File: config.mk
export PLATFORM = sky130hd
export DESIGN_NAME = wcs_readback
export DESIGN_NICKNAME = d
export VERILOG_FILES = /design/src/rtl/wcs_pkg.sv /design/src/rtl/wcs_access_detect.sv /design/src/rtl/wcs_toggle.sv /design/src/rtl/wcs_status_mux.sv /design/src/rtl/wcs_readback.sv
export SDC_FILE = /design/constraint.sdc
export NUM_CORES = 1
export LEC_CHECK = 0
export BUFFER_PORTS_ARGS = -buffer_cell sky130_fd_sc_hd__buf_4
export CORE_MARGIN = 5
export CORE_UTILIZATION = 34
export DETAILED_ROUTE_END_ITERATION = 10
export PLACE_DENSITY = 0.82
export SLEW_MARGIN = 15
export SYNTH_ARGS = -nofsm -noshare
export SYNTH_HDL_FRONTEND = slang
export SYNTH_SLANG_ARGS = --single-unit
File: constraint.sdc
create_clock -name clk -period 1.7 [get_ports clk]
set_input_delay 0.255 -clock clk [delete_from_list [all_inputs] [get_ports clk]]
set_output_delay 0.255 -clock clk [all_outputs]
set_load 0.03 [all_outputs]
File: src/rtl/wcs_pkg.sv
package wcs_pkg;

    // Where a read result bit is taken from
    typedef enum logic [1:0] {
        SRC_NONE   = 2'd0,
        SRC_ARRAY  = 2'd1,
        SRC_STATUS = 2'd2
    } rd_src_e;

endpackage

File: src/rtl/wcs_access_detect.sv
module wcs_access_detect (
    input  logic clk,
    input  logic rst_n,
    input  logic sel_i,
    input  logic oe_i,
    input  logic we_i,
    output logic acc_o,
    output logic start_o
);

    typedef struct packed {
        logic acc;
    } det_t;

    det_t st_d, st_q;
    logic acc_now;

    always_comb begin
        acc_now    = sel_i & oe_i & ~we_i;
        st_d       = st_q;
        st_d.acc   = acc_now;
    end

    always_ff @(posedge clk or negedge rst_n) begin
        if (!rst_n) st_q <= '0;
        else        st_q <= st_d;
    end

    assign acc_o   = acc_now;
    assign start_o = acc_now & ~st_q.acc;

endmodule

File: src/rtl/wcs_toggle.sv
module wcs_toggle (
    input  logic clk,
    input  logic rst_n,
    input  logic start_i,
    input  logic busy_i,
    output logic tog_nxt_o
);

    typedef struct packed {
        logic tog;
    } tog_t;

    tog_t st_d, st_q;

    always_comb begin
        st_d = st_q;
        if (start_i && busy_i) st_d.tog = ~st_q.tog;
    end

    always_ff @(posedge clk or negedge rst_n) begin
        if (!rst_n) st_q <= '0;
        else        st_q <= st_d;
    end

    assign tog_nxt_o = st_d.tog;


    flip_on_access_chk: assert property (@(posedge clk) disable iff (!rst_n)
        (start_i && busy_i) |=> (st_q.tog != $past(st_q.tog)));


    hold_otherwise_chk: assert property (@(posedge clk) disable iff (!rst_n)
        !(start_i && busy_i) |=> $stable(st_q.tog));

endmodule

File: src/rtl/wcs_status_mux.sv
module wcs_status_mux
    import wcs_pkg::*;
#(
    parameter int ADDR_W = 17,
    parameter int DATA_W = 8,
    parameter int POLL_BIT = DATA_W - 1,
    parameter int TOG_BIT  = DATA_W - 2
) (
    input  logic              acc_i,
    input  logic              busy_i,
    input  logic [ADDR_W-1:0] addr_i,
    input  logic [ADDR_W-1:0] last_addr_i,
    input  logic [DATA_W-1:0] last_data_i,
    input  logic [DATA_W-1:0] arr_data_i,
    input  logic              tog_nxt_i,
    output logic [DATA_W-1:0] data_nxt_o
);

    logic     hit;
    rd_src_e  src_poll, src_tog, src_rest;

    always_comb begin
        hit      = (addr_i == last_addr_i);
        src_rest = acc_i ? SRC_ARRAY : SRC_NONE;
        src_tog  = (acc_i && busy_i) ? SRC_STATUS : src_rest;
        src_poll = (acc_i && busy_i && hit) ? SRC_STATUS : src_rest;
    end

    for (genvar b = 0; b < DATA_W; b++) begin : g_bit
        rd_src_e src;
        logic    status_val;
        if (b == POLL_BIT) begin : g_poll
            assign src        = src_poll;
            assign status_val = ~last_data_i[b];
        end else if (b == TOG_BIT) begin : g_tog
            assign src        = src_tog;
            assign status_val = tog_nxt_i;
        end else begin : g_plain
            assign src        = src_rest;
            assign status_val = 1'b0;
        end
        always_comb begin
            case (src)
                SRC_ARRAY:  data_nxt_o[b] = arr_data_i[b];
                SRC_STATUS: data_nxt_o[b] = status_val;
                default:    data_nxt_o[b] = 1'b0;
            endcase
        end
    end

endmodule

File: src/rtl/wcs_readback.sv
module wcs_readback #(
    parameter int ADDR_W = 17,
    parameter int DATA_W = 8
) (
    input  logic              clk,
    input  logic              rst_n,
    input  logic              sel_i,
    input  logic              oe_i,
    input  logic              we_i,
    input  logic [ADDR_W-1:0] addr_i,
    input  logic [DATA_W-1:0] arr_data_i,
    input  logic              busy_i,
    input  logic [ADDR_W-1:0] last_addr_i,
    input  logic [DATA_W-1:0] last_data_i,
    output logic [DATA_W-1:0] rd_data_o,
    output logic              drive_o
);

    localparam int POLL_BIT = DATA_W - 1;
    localparam int TOG_BIT  = DATA_W - 2;

    typedef struct packed {
        logic              drive;
        logic [DATA_W-1:0] data;
    } out_t;

    logic              acc, start, tog_nxt;
    logic [DATA_W-1:0] data_nxt;
    out_t              out_d, out_q;

    wcs_access_detect u_det (
        .clk     (clk),
        .rst_n   (rst_n),
        .sel_i   (sel_i),
        .oe_i    (oe_i),
        .we_i    (we_i),
        .acc_o   (acc),
        .start_o (start)
    );

    wcs_toggle u_tog (
        .clk       (clk),
        .rst_n     (rst_n),
        .start_i   (start),
        .busy_i    (busy_i),
        .tog_nxt_o (tog_nxt)
    );

    wcs_status_mux #(
        .ADDR_W   (ADDR_W),
        .DATA_W   (DATA_W),
        .POLL_BIT (POLL_BIT),
        .TOG_BIT  (TOG_BIT)
    ) u_mux (
        .acc_i       (acc),
        .busy_i      (busy_i),
        .addr_i      (addr_i),
        .last_addr_i (last_addr_i),
        .last_data_i (last_data_i),
        .arr_data_i  (arr_data_i),
        .tog_nxt_i   (tog_nxt),
        .data_nxt_o  (data_nxt)
    );

    always_comb begin
        out_d       = out_q;
        out_d.drive = acc;
        out_d.data  = data_nxt;
    end

    always_ff @(posedge clk or negedge rst_n) begin
        if (!rst_n) out_q <= '0;
        else        out_q <= out_d;
    end

    assign rd_data_o = out_q.data;
    assign drive_o   = out_q.drive;


    drive_on_read_chk: assert property (@(posedge clk) disable iff (!rst_n)
        (sel_i && oe_i && !we_i) |=> drive_o);


    release_chk: assert property (@(posedge clk) disable iff (!rst_n)
        !(sel_i && oe_i && !we_i) |=> !drive_o);


    quiet_bus_chk: assert property (@(posedge clk) disable iff (!rst_n)
        !drive_o |-> (rd_data_o == '0));


    idle_passthru_chk: assert property (@(posedge clk) disable iff (!rst_n)
        (sel_i && oe_i && !we_i && !busy_i) |=> (rd_data_o == $past(arr_data_i)));


    poll_invert_chk: assert property (@(posedge clk) disable iff (!rst_n)
        (sel_i && oe_i && !we_i && busy_i && addr_i == last_addr_i)
        |=> (rd_data_o[POLL_BIT] == ~$past(last_data_i[POLL_BIT])));

endmodule

==> results of run 1 <==
-- synth_stat cells --
master	number	area, um^2
clkbuf_1	1	3.75
nand2b_1	1	6.26
nand4_1	2	12.5
mux2i_1	1	10.0
o211a_1	1	10.0
xnor2_1	4	35.0
and3b_1	1	8.76
inv_1	1	3.75
nor4_2	1	12.5
or2_2	1	6.26
dfrtp_1	10	250
nor2_1	1	3.75
nand2_1	2	7.51
nor4_1	2	12.5
and2_1	6	37.5
xor2_1	14	123
nor3_1	1	5.00
-- per-layer routing --
layer / global-route usage [%] / part of all wire [%] / routed length, um / up-vias
li1: - / - / - / 286
met1: 12.9 / 26 / 436 / 267
met2: 28.2 / 62 / 1030 / 31
met3: 4.44 / 7.4 / 122 / 6
met4: 8.30 / 3.8 / 63 / 0
met5: 0 / 0 / 0 / -
-- flip-flops by register name, summed over array words and instances (netlist names) --
register and flops:
rd_data_o 8, u_det.st_q 1, u_tog.st_q 1
-- kinds of logic (layout without fill, tap and decap cells) --
family,Yosys count,count (layout),synth area share [%]
compound gates,1,1,1.83
xor+xnor,18,18,28.8
buf+inv,2,63,1.37
flops,10,10,45.7
mux,1,1,1.83
simple gates,18,18,20.5
-- what timing repair did --
action / in CTS / in global routing
hold endpoints to repair: 10 / 0
hold buffers: 1 / 0
endpoints found under the setup margin: 0 / 0
-- how the worst min path moves through the flow --
stage	startpoint	endpoint	slack [ns]	cells past startpoint
after floorplan	rst_n	rd_data_o[0]	-0.04	0
after global placement	rst_n	rd_data_o[4]	0.08	1
after detailed placement	rst_n	rd_data_o[5]	0.09	1
after CTS	arr_data_i[1]	rd_data_o[1]	0.20	2
after global routing	arr_data_i[2]	rd_data_o[2]	0.20	2
final	arr_data_i[1]	rd_data_o[1]	0.20	2
-- critical path, cell delays in order --
cell	delay, ns
buf_4	0.10
and3b_1	0.23
nand2_1	0.09
nor4_2	0.29
nand4_1	0.14
mux2i_1	0.14
-- cell type report --
class	instances	area, um^2	share of cell area [%]
clock buffers	3	22.5	2.18
inverters	1	3.75	0.364
multi-input cells	38	290	28.1
flip-flops and latches	10	250	24.2
well taps	16	20.0	1.94
repair buffers	59	445	43.2
-- through the flow --
| stage | instances | worst slack, ns | hold slack, ns | total power [W] |
|---|---|---|---|---|
| finish | 127 | 0.586 | 0.200 | 0.000593 |
| global route | 127 | 0.517 | 0.199 | 0.000635 |
| CTS | 127 | 0.570 | 0.197 | 0.000601 |
| detailed placement | 123 | 0.297 | 0.0858 | 0.000448 |
| global placement | 123 | 0.340 | 0.0845 | 0.000440 |
| floorplan | 50 | 0.558 | -0.0406 | 0.000332 |
-- power breakdown --
group / internal (W) / leakage (nW) / switching (W) / total (W)
logic: 0.000111 / 0.422 / 0.0000680 / 0.000179
registers: 0.000257 / 0.135 / 0.00000784 / 0.000264
clock network: 0.0000811 / 0.0138 / 0.0000684 / 0.000149
total: 0.000449 / 0.571 / 0.000144 / 0.000593
==> flow_summary_export.csv, run 1 <==
group,metric,value,unit
clock_tree,cts-root-buf,"clkbuf_4",
clock_tree,cts_buffer_depth,2,
setup_path,startpoint,"we_i",
synth,avgSynthCellArea,11.0,um^2
layout,final_area,1030,um^2
timing,drv_slew,0,
route,ant_nets,0,
place,place_congestion,0.693,
floorplanning,chipHeight,50.1,um
global_routing,grt_max_degree,11,
clock_tree,cts_buffers,3,
global_routing,grt_pass1_wl,2.79,mm
setup_path,worstSetupEndpointType,"flop",
route,vias,590,
hold_path,hp-class,"primary input to flop",
clock_tree,insertion_delay,0.26,ns
synth,netlist_instances,50,
global_routing,grtUsageTotal,14.6,%
clock_tree,numClockSinks,10,
floorplanning,dieArea,2510,um^2
layout,nets,169,
place,placed_area,1000,um^2
synth,seq_area_frac_synth,45.7,%
place,io_buffers,57,
setup_path,crit_path_start_kind,"primary input",
clock_tree,cts_tree,"yes",
floorplanning,initial_core_util,36.0,%
global_routing,antenna_found_initial,0,
clock_tree,clkTransAtPathRegs,0.06,ns
layout,final_util,67.7,%
global_routing,grt_pass1_vias,695,
layout,final_common_cell,"buf_4",
global_routing,grt_overflow,0,
setup_path,rrSetupSlack,0.78,ns
clock_tree,cts_htree_levels,1,
synth,syn_area,548,um^2
timing,period_needed,1.11,ns
floorplanning,pin_count,65,
layout,antenna_cells,0,
pwr,peakVddDrop,0.555,mV
clock_tree,postCtsSetupBuffers,0,
layout,layout_common_cells,"58 x buf_4, 14 x xor2_1, 10 x dfrtp_1",
setup_path,worst-setup-path-type,"primary input to flop",
setup_path,reg2reg_to,"rd_data_o[6]",
timing,hold_viol,0,
setup_path,reg2reg_from,"u_det.st_q",
synth,ys_seq_elements,10,
floorplanning,num_rows,14,
timing,fin_crit_sh,65.5,%
setup_path,cp-endpoint,"rd_data_o[7]",
status,status,"complete, no violations",
route,vias_per_cell,4.65,
layout,drive_gt1_share,56.8,%
floorplanning,core,1520,um^2
synth,synth.distinct_cells,17,
setup_path,arrival,1.25,ns
floorplanning,die_w,50.1,um
timing,timing.slew.headroom,84.7,%
route,wl_per_cell,13.0,um
route,dr.pass1.iters,2,
timing,worst_pin_slew,0.228,ns
timing,setup_viol_count_final,0,
timing,setup-tns-final,0,ns
synth,yosysWarningCount,0,
setup_path,crit_fanout,2,
timing,rsz0062_at_grt,"no",
timing,clock_skew,0.00590,ns
pwr,p_leak,0.571,nW
route,drt-initial-drc-count,4,
setup_path,r2r.worst_path.cells,3,
route,drc_errors,0,
timing,fmaxAchievable,898,MHz
place,dp_hpwl,1.51,mm
layout,area.growth.synth_to_final,88.4,%
pwr,power.density,575,nW/um^2
route,totalWireLength,1.65,mm
synth,synth_fp_nets,106,
flow_run,drv_cap,0,
setup_path,required,1.84,ns
clock_tree,cts_resized,0,
layout,fillers,124,
Power figures use the tool's default switching activity.
==> run 2: changes to the inputs <==
--- a/config.mk
+++ b/config.mk
@@ -7,9 +7,9 @@
 export LEC_CHECK = 0
 export BUFFER_PORTS_ARGS = -buffer_cell sky130_fd_sc_hd__buf_4
 export CORE_MARGIN = 5
-export CORE_UTILIZATION = 34
+export CORE_UTILIZATION = 32
 export DETAILED_ROUTE_END_ITERATION = 10
-export PLACE_DENSITY = 0.82
+export PLACE_DENSITY = 0.78
 export SLEW_MARGIN = 15
 export SYNTH_ARGS = -nofsm -noshare
 export SYNTH_HDL_FRONTEND = slang
==> constraint.sdc (replaced) <==
create_clock -name clk -period 1.1 [get_ports clk]
set_input_delay 0.165 -clock clk [delete_from_list [all_inputs] [get_ports clk]]
set_output_delay 0.165 -clock clk [all_outputs]
set_load 0.03 [all_outputs]
==> flow_summary_export.csv, run 2 (synthesis results as in run 1) <==
group,metric,value,unit
place,dp_hpwl,1.41,mm
timing,setup_viol_count_final,0,
clock_tree,numClockSinks,10,
status,status,"complete, no violations",
setup_path,crit_path_start_kind,"flop",
hold_path,hp-class,"primary input to flop",
global_routing,grt_overflow,0,
layout,fillers,146,
timing,timing.slew.headroom,80.6,%
clock_tree,cts_tree,"yes",
setup_path,required,0.94,ns
route,wl_per_cell,12.3,um
floorplanning,chipHeight,51.4,um
setup_path,crit_cells,1,
layout,layout_common_cells,"58 x buf_4, 14 x xor2_1, 10 x dfrtp_1",
floorplanning,die_w,51.4,um
setup_path,arrival,0.81,ns
clock_tree,cts-root-buf,"clkbuf_4",
global_routing,grtUsageTotal,13.2,%
floorplanning,num_rows,15,
setup_path,path_cells,"buf_4",
clock_tree,cts_hold_buf,1,
setup_path,max_stage_delay,0.38,ns
layout,antenna_cells,0,
place,place_congestion,0.704,
global_routing,grt_max_degree,11,
clock_tree,insertion_delay,0.26,ns
clock_tree,cts_htree_levels,1,
pwr,power.density,896,nW/um^2
layout,final_common_cell,"buf_4",
setup_path,rrSetupSlack,0.17,ns
layout,drive_gt1_share,56.8,%
global_routing,antenna_found_initial,0,
route,vias,585,
timing,fin_crit_sh,88.8,%
place,io_buffers,57,
timing,worst_pin_slew,0.288,ns
timing,hold_viol,0,
place,place_inst,124,
setup_path,cp-endpoint,"drive_o",
timing,drv_slew,0,
clock_tree,cts_buffers,3,
route,drt-initial-drc-count,3,
setup_path,worstSetupEndpointType,"output port",
timing,period_needed,0.977,ns
global_routing,grt_pass1_vias,640,
setup_path,crit_fanout,2,
clock_tree,clkTransAtPathRegs,0.06,ns
setup_path,reg2reg_to,"rd_data_o[6]",
floorplanning,core,1670,um^2
timing,fmaxAchievable,1020,MHz
setup_path,r2r.worst_path.cells,3,
layout,nets,169,
place,placed_area,1000,um^2
setup_path,reg2reg_from,"u_det.st_q",
pwr,peakVddDrop,0.574,mV
timing,setup-tns-final,0,ns
route,ant_nets,0,
timing,clock_skew,0.000207,ns
route,vias_per_cell,4.57,
route,drc_errors,0,
global_routing,busiest_layer,"met2",
floorplanning,pin_count,65,
pwr,p_leak,0.571,nW
floorplanning,dieArea,2640,um^2
pwr,p_total,0.000926,W
setup_path,cp_slowest_cell,"dfrtp_1",
global_routing,use_met1,12.6,%
setup_path,worst-setup-path-type,"flop to output port",
timing,rsz0062_at_grt,"no",
layout,fin_cells,128,
clock_tree,postCtsSetupBuffers,0,
clock_tree,cts_resized,0,
clock_tree,cts_buffer_depth,2,
layout,area.growth.synth_to_final,88.6,%
floorplanning,initial_core_util,32.8,%
setup_path,crit_buf_inv,1,
layout,final_area,1030,um^2
global_routing,grtUsageMet2,24.8,%
route,totalWireLength,1.57,mm
route,dr.pass1.iters,3,
global_routing,use_met3,3.50,%
flow_run,drv_cap,0,
setup_path,startpoint,"u_det.st_q",
hold_path,whs_path_depth,2,
layout,largest_reg_flops,8,
setup_path,path_delay_family,"flip-flops",
global_routing,grt_pass1_wl,2.57,mm
## run 2: per-stage QoR
stage          worst slack [ns]  hold WS [ns]  utilization [%]
2_1_floorplan            0.0478        -0.131                -
3_3_place_gp             -0.114      -0.00529             59.9
3_5_place_dp             -0.130     -0.000196             59.9
4_1_cts                   0.114         0.104             61.9
5_1_grt                  0.0694         0.102             61.9
6_report                  0.123         0.109             61.9
## run 2: cell type report
type / instances / area [um^2] / share of cell area [%]
inverters: 1 / 3.75 / 0.363
multi-input cells: 38 / 290 / 28.1
flip-flops and latches: 10 / 250 / 24.2
well taps: 17 / 21.3 / 2.06
clock buffers: 3 / 22.5 / 2.18
repair buffers: 59 / 445 / 43.1
## run 2: how the worst min path moves through the flow
stage | end | startpoint | slack, ns
detailed placement | rd_data_o[5] | rst_n | -0.0002
finish | rd_data_o[5] | arr_data_i[5] | 0.11
global placement | rd_data_o[3] | rst_n | -0.005
CTS | rd_data_o[2] | arr_data_i[2] | 0.10
floorplan | rd_data_o[0] | rst_n | -0.13
global route | rd_data_o[2] | arr_data_i[2] | 0.10
## run 2: per-layer routing
layer | wire [um] | vias up
li1 | - | 290
met1 | 478 | 267
met2 | 953 | 25
met3 | 119 | 3
met4 | 21 | 0
met5 | 0 | -
## run 2: power by group
group	internal, W	leakage (nW)	switching [W]
clock	0.000126	0.0138	0.000117
combinational	0.000172	0.422	0.000103
sequential	0.000396	0.135	0.0000116
## run 2: worst register-to-register path: stages (launching register included)
cell and delay [ns]:
dfrtp_1 0.38, nor2_1 0.13, xor2_1 0.20, o211a_1 0.16
==> run 3: changes to the inputs <==
--- a/config.mk
+++ b/config.mk
@@ -5,9 +5,10 @@
 export SDC_FILE = /design/constraint.sdc
 export NUM_CORES = 1
 export LEC_CHECK = 0
+export ABC_AREA = 1
 export BUFFER_PORTS_ARGS = -buffer_cell sky130_fd_sc_hd__buf_4
 export CORE_MARGIN = 5
-export CORE_UTILIZATION = 32
+export CORE_UTILIZATION = 36
 export DETAILED_ROUTE_END_ITERATION = 10
 export PLACE_DENSITY = 0.78
 export SLEW_MARGIN = 15
==> flow_summary_export.csv, run 3 <==
group,metric,value,unit
pwr,peakVddDrop,0.693,mV
timing,rsz0062_at_grt,"no",
hold_path,min_to,"rd_data_o[4]",
floorplanning,core,1940,um^2
global_routing,grt_overflow,0,
timing,fmaxAchievable,977,MHz
setup_path,crit_fanout,2,
floorplanning,initial_core_util,37.4,%
clock_tree,clkTransAtPathRegs,0.06,ns
clock_tree,cts_resized,0,
timing,fin_crit_sh,93.1,%
status,status,"complete, no violations",
flow_run,drv_cap,0,
clock_tree,cts_tree,"yes",
route,wl_per_cell,9.20,um
place,io_buffers,57,
route,vias,811,
place,dp_hpwl,1.71,mm
synth,syn_area,727,um^2
clock_tree,cts_buffer_depth,2,
setup_path,max_stage_delay,0.41,ns
global_routing,antenna_found_initial,0,
synth,yosysTopAreaCell,"dfrtp_1",
timing,hold_viol,0,
setup_path,path_delay_family,"flip-flops",
layout,nets,233,
route,vias_per_cell,4.01,
layout,drive_gt1_share,40.6,%
global_routing,grt_max_degree,11,
timing,timing.slew.headroom,87.3,%
layout,layout_common_cells,"59 x buf_4, 41 x nand2_1, 30 x inv_1",
synth,synth_edf_count,0,
clock_tree,insertion_delay,0.26,ns
floorplanning,num_rows,16,
layout,area.growth.synth_to_final,70.1,%
synth,yosys-top-cells-area,"dfrtp_1 34%, nand2_1 21%, inv_1 15%",
setup_path,worst-setup-path-type,"flop to output port",
setup_path,r2r.worst_path.cells,4,
synth,netlist_instances,112,
hold_path,whs_path_depth,3,
layout,final_common_cell,"buf_4",
clock_tree,cts_buffers,3,
timing,worst_pin_slew,0.189,ns
timing,clock_skew,0.000445,ns
place,place_congestion,0.714,
setup_path,reg2reg_to,"rd_data_o[6]",
setup_path,cp_slowest_cell,"dfrtp_1",
pwr,power.density,800,nW/um^2
setup_path,crit_buf_inv,1,
synth,synth_fp_nets,168,
timing,period_needed,1.02,ns
timing,setup-tns-final,0,ns
setup_path,reg2reg_from,"u_det.st_q",
setup_path,crit_path_start_kind,"flop",
setup_path,worstSetupEndpointType,"output port",
route,drt-initial-drc-count,3,
global_routing,grt_pass1_wl,3.08,mm
floorplanning,chipHeight,54.9,um
synth,ys_async_sr_fraction,100,%
setup_path,required,0.94,ns
route,dr.pass1.iters,4,
synth,seq_area_frac_synth,34.4,%
clock_tree,cts_htree_levels,1,
clock_tree,cts-root-buf,"clkbuf_4",
layout,antenna_cells,0,
global_routing,grt_pass1_vias,792,
timing,drv_slew,0,
floorplanning,die_w,54.9,um
synth,ys.flop_type,"dfrtp_1",
synth,synth.distinct_cells,15,
clock_tree,numClockSinks,10,
synth,yosysTopAreaCellShare,34.4,%
synth,yosysWarningCount,0,
timing,setup_viol_count_final,0,
setup_path,rrSetupSlack,0.15,ns
route,drc_errors,0,
synth,yosysMostFrequentCell,"nand2_1",
setup_path,arrival,0.86,ns
floorplanning,pin_count,65,
synth,avgSynthCellArea,6.49,um^2
timing,finalHoldWorstSlack,0.120,ns
layout,largest_reg_flops,8,
setup_path,path_cells,"buf_4",
synth,netlist_top_cells_count,"41 x nand2_1, 30 x inv_1, 14 x nor2_1",
hold_path,hp-class,"primary input to flop",
hold_path,hp-start,"arr_data_i[4]",
global_routing,grtUsageTotal,14.1,%
pwr,p_leak,0.792,nW
synth,ys_seq_elements,10,
route,ant_nets,0,
route,totalWireLength,1.86,mm
floorplanning,dieArea,3020,um^2
## run 3: changes by cell type in the layout (fill, tap and decap cells not counted), sizes merged, moves of 6 or more
cell   previous run  this run
nor2              1        18
nand2             2        42
inv               1        30
and2              6         0
xor2             14         6
## run 3: worst max-delay path by stage
stage	from	end	slack (ns)	cells past startpoint
global placement	we_i	rd_data_o[7]	0.04	11
detailed placement	we_i	rd_data_o[6]	0.03	9
CTS	u_det.st_q	drive_o	0.06	1
finish	u_det.st_q	drive_o	0.08	1
floorplan	u_det.st_q	rd_data_o[6]	0.09	4
global route	u_det.st_q	drive_o	0.05	1
## run 3: logic make-up (layout without fill, tap and decap cells)
| family | Yosys count | after routing | share of synthesized area [%] |
|---|---|---|---|
| compound gates | 1 | 1 | 0.688 |
| flops | 10 | 10 | 34.4 |
| simple gates | 63 | 63 | 39.2 |
| xor+xnor | 7 | 7 | 9.47 |
| buf+inv | 31 | 94 | 16.2 |
## run 3: cell type report
type                    count  area [um^2]
inverters                  31          118
multi-input cells          71          359
well taps                  27         33.8
flip-flops and latches     10          250
repair buffers             60          453
clock buffers               3         22.5
fillers                   188          706
## run 3: what timing repair did
item / in CTS / in global routing
hold buffers: 1 / 0
endpoints found under the hold margin: 10 / 0
buffers inserted: 0 / 0
## run 3: per-stage QoR
stage / std cells / instance area, um^2 / utilization, % / setup slack [ns] / total power, W
global placement: 198 / 1200 / 62.0 / 0.0437 / 0.000739
finish: 202 / 1240 / 63.7 / 0.0763 / 0.000989
global route: 202 / 1240 / 63.7 / 0.0460 / 0.00106
floorplan: 112 / 727 / - / 0.0919 / 0.000562
CTS: 202 / 1240 / 63.7 / 0.0646 / 0.00101
detailed placement: 198 / 1200 / 62.0 / 0.0270 / 0.000757
## run 3: routing by layer
metal  share of wire [%]  global-route usage (%)
met5                   0                       0
met4                 2.0                    6.07
met3                 7.7                    2.41
met2                  59                    27.0
met1                  32                    15.0
## run 3: worst register-to-register path, cell delays in order, from the launching register on
cell,delay [ns]
dfrtp_1,0.41
nor2_4,0.14
xor2_2,0.17
nor2_1,0.07
nor2_2,0.09
## run 3: report_power, final
| group | switching [W] | total (W) | internal (W) |
|---|---|---|---|
| Sequential | 0.0000209 | 0.000417 | 0.000397 |
| Clock | 0.000115 | 0.000241 | 0.000126 |
| Combinational | 0.000145 | 0.000331 | 0.000186 |
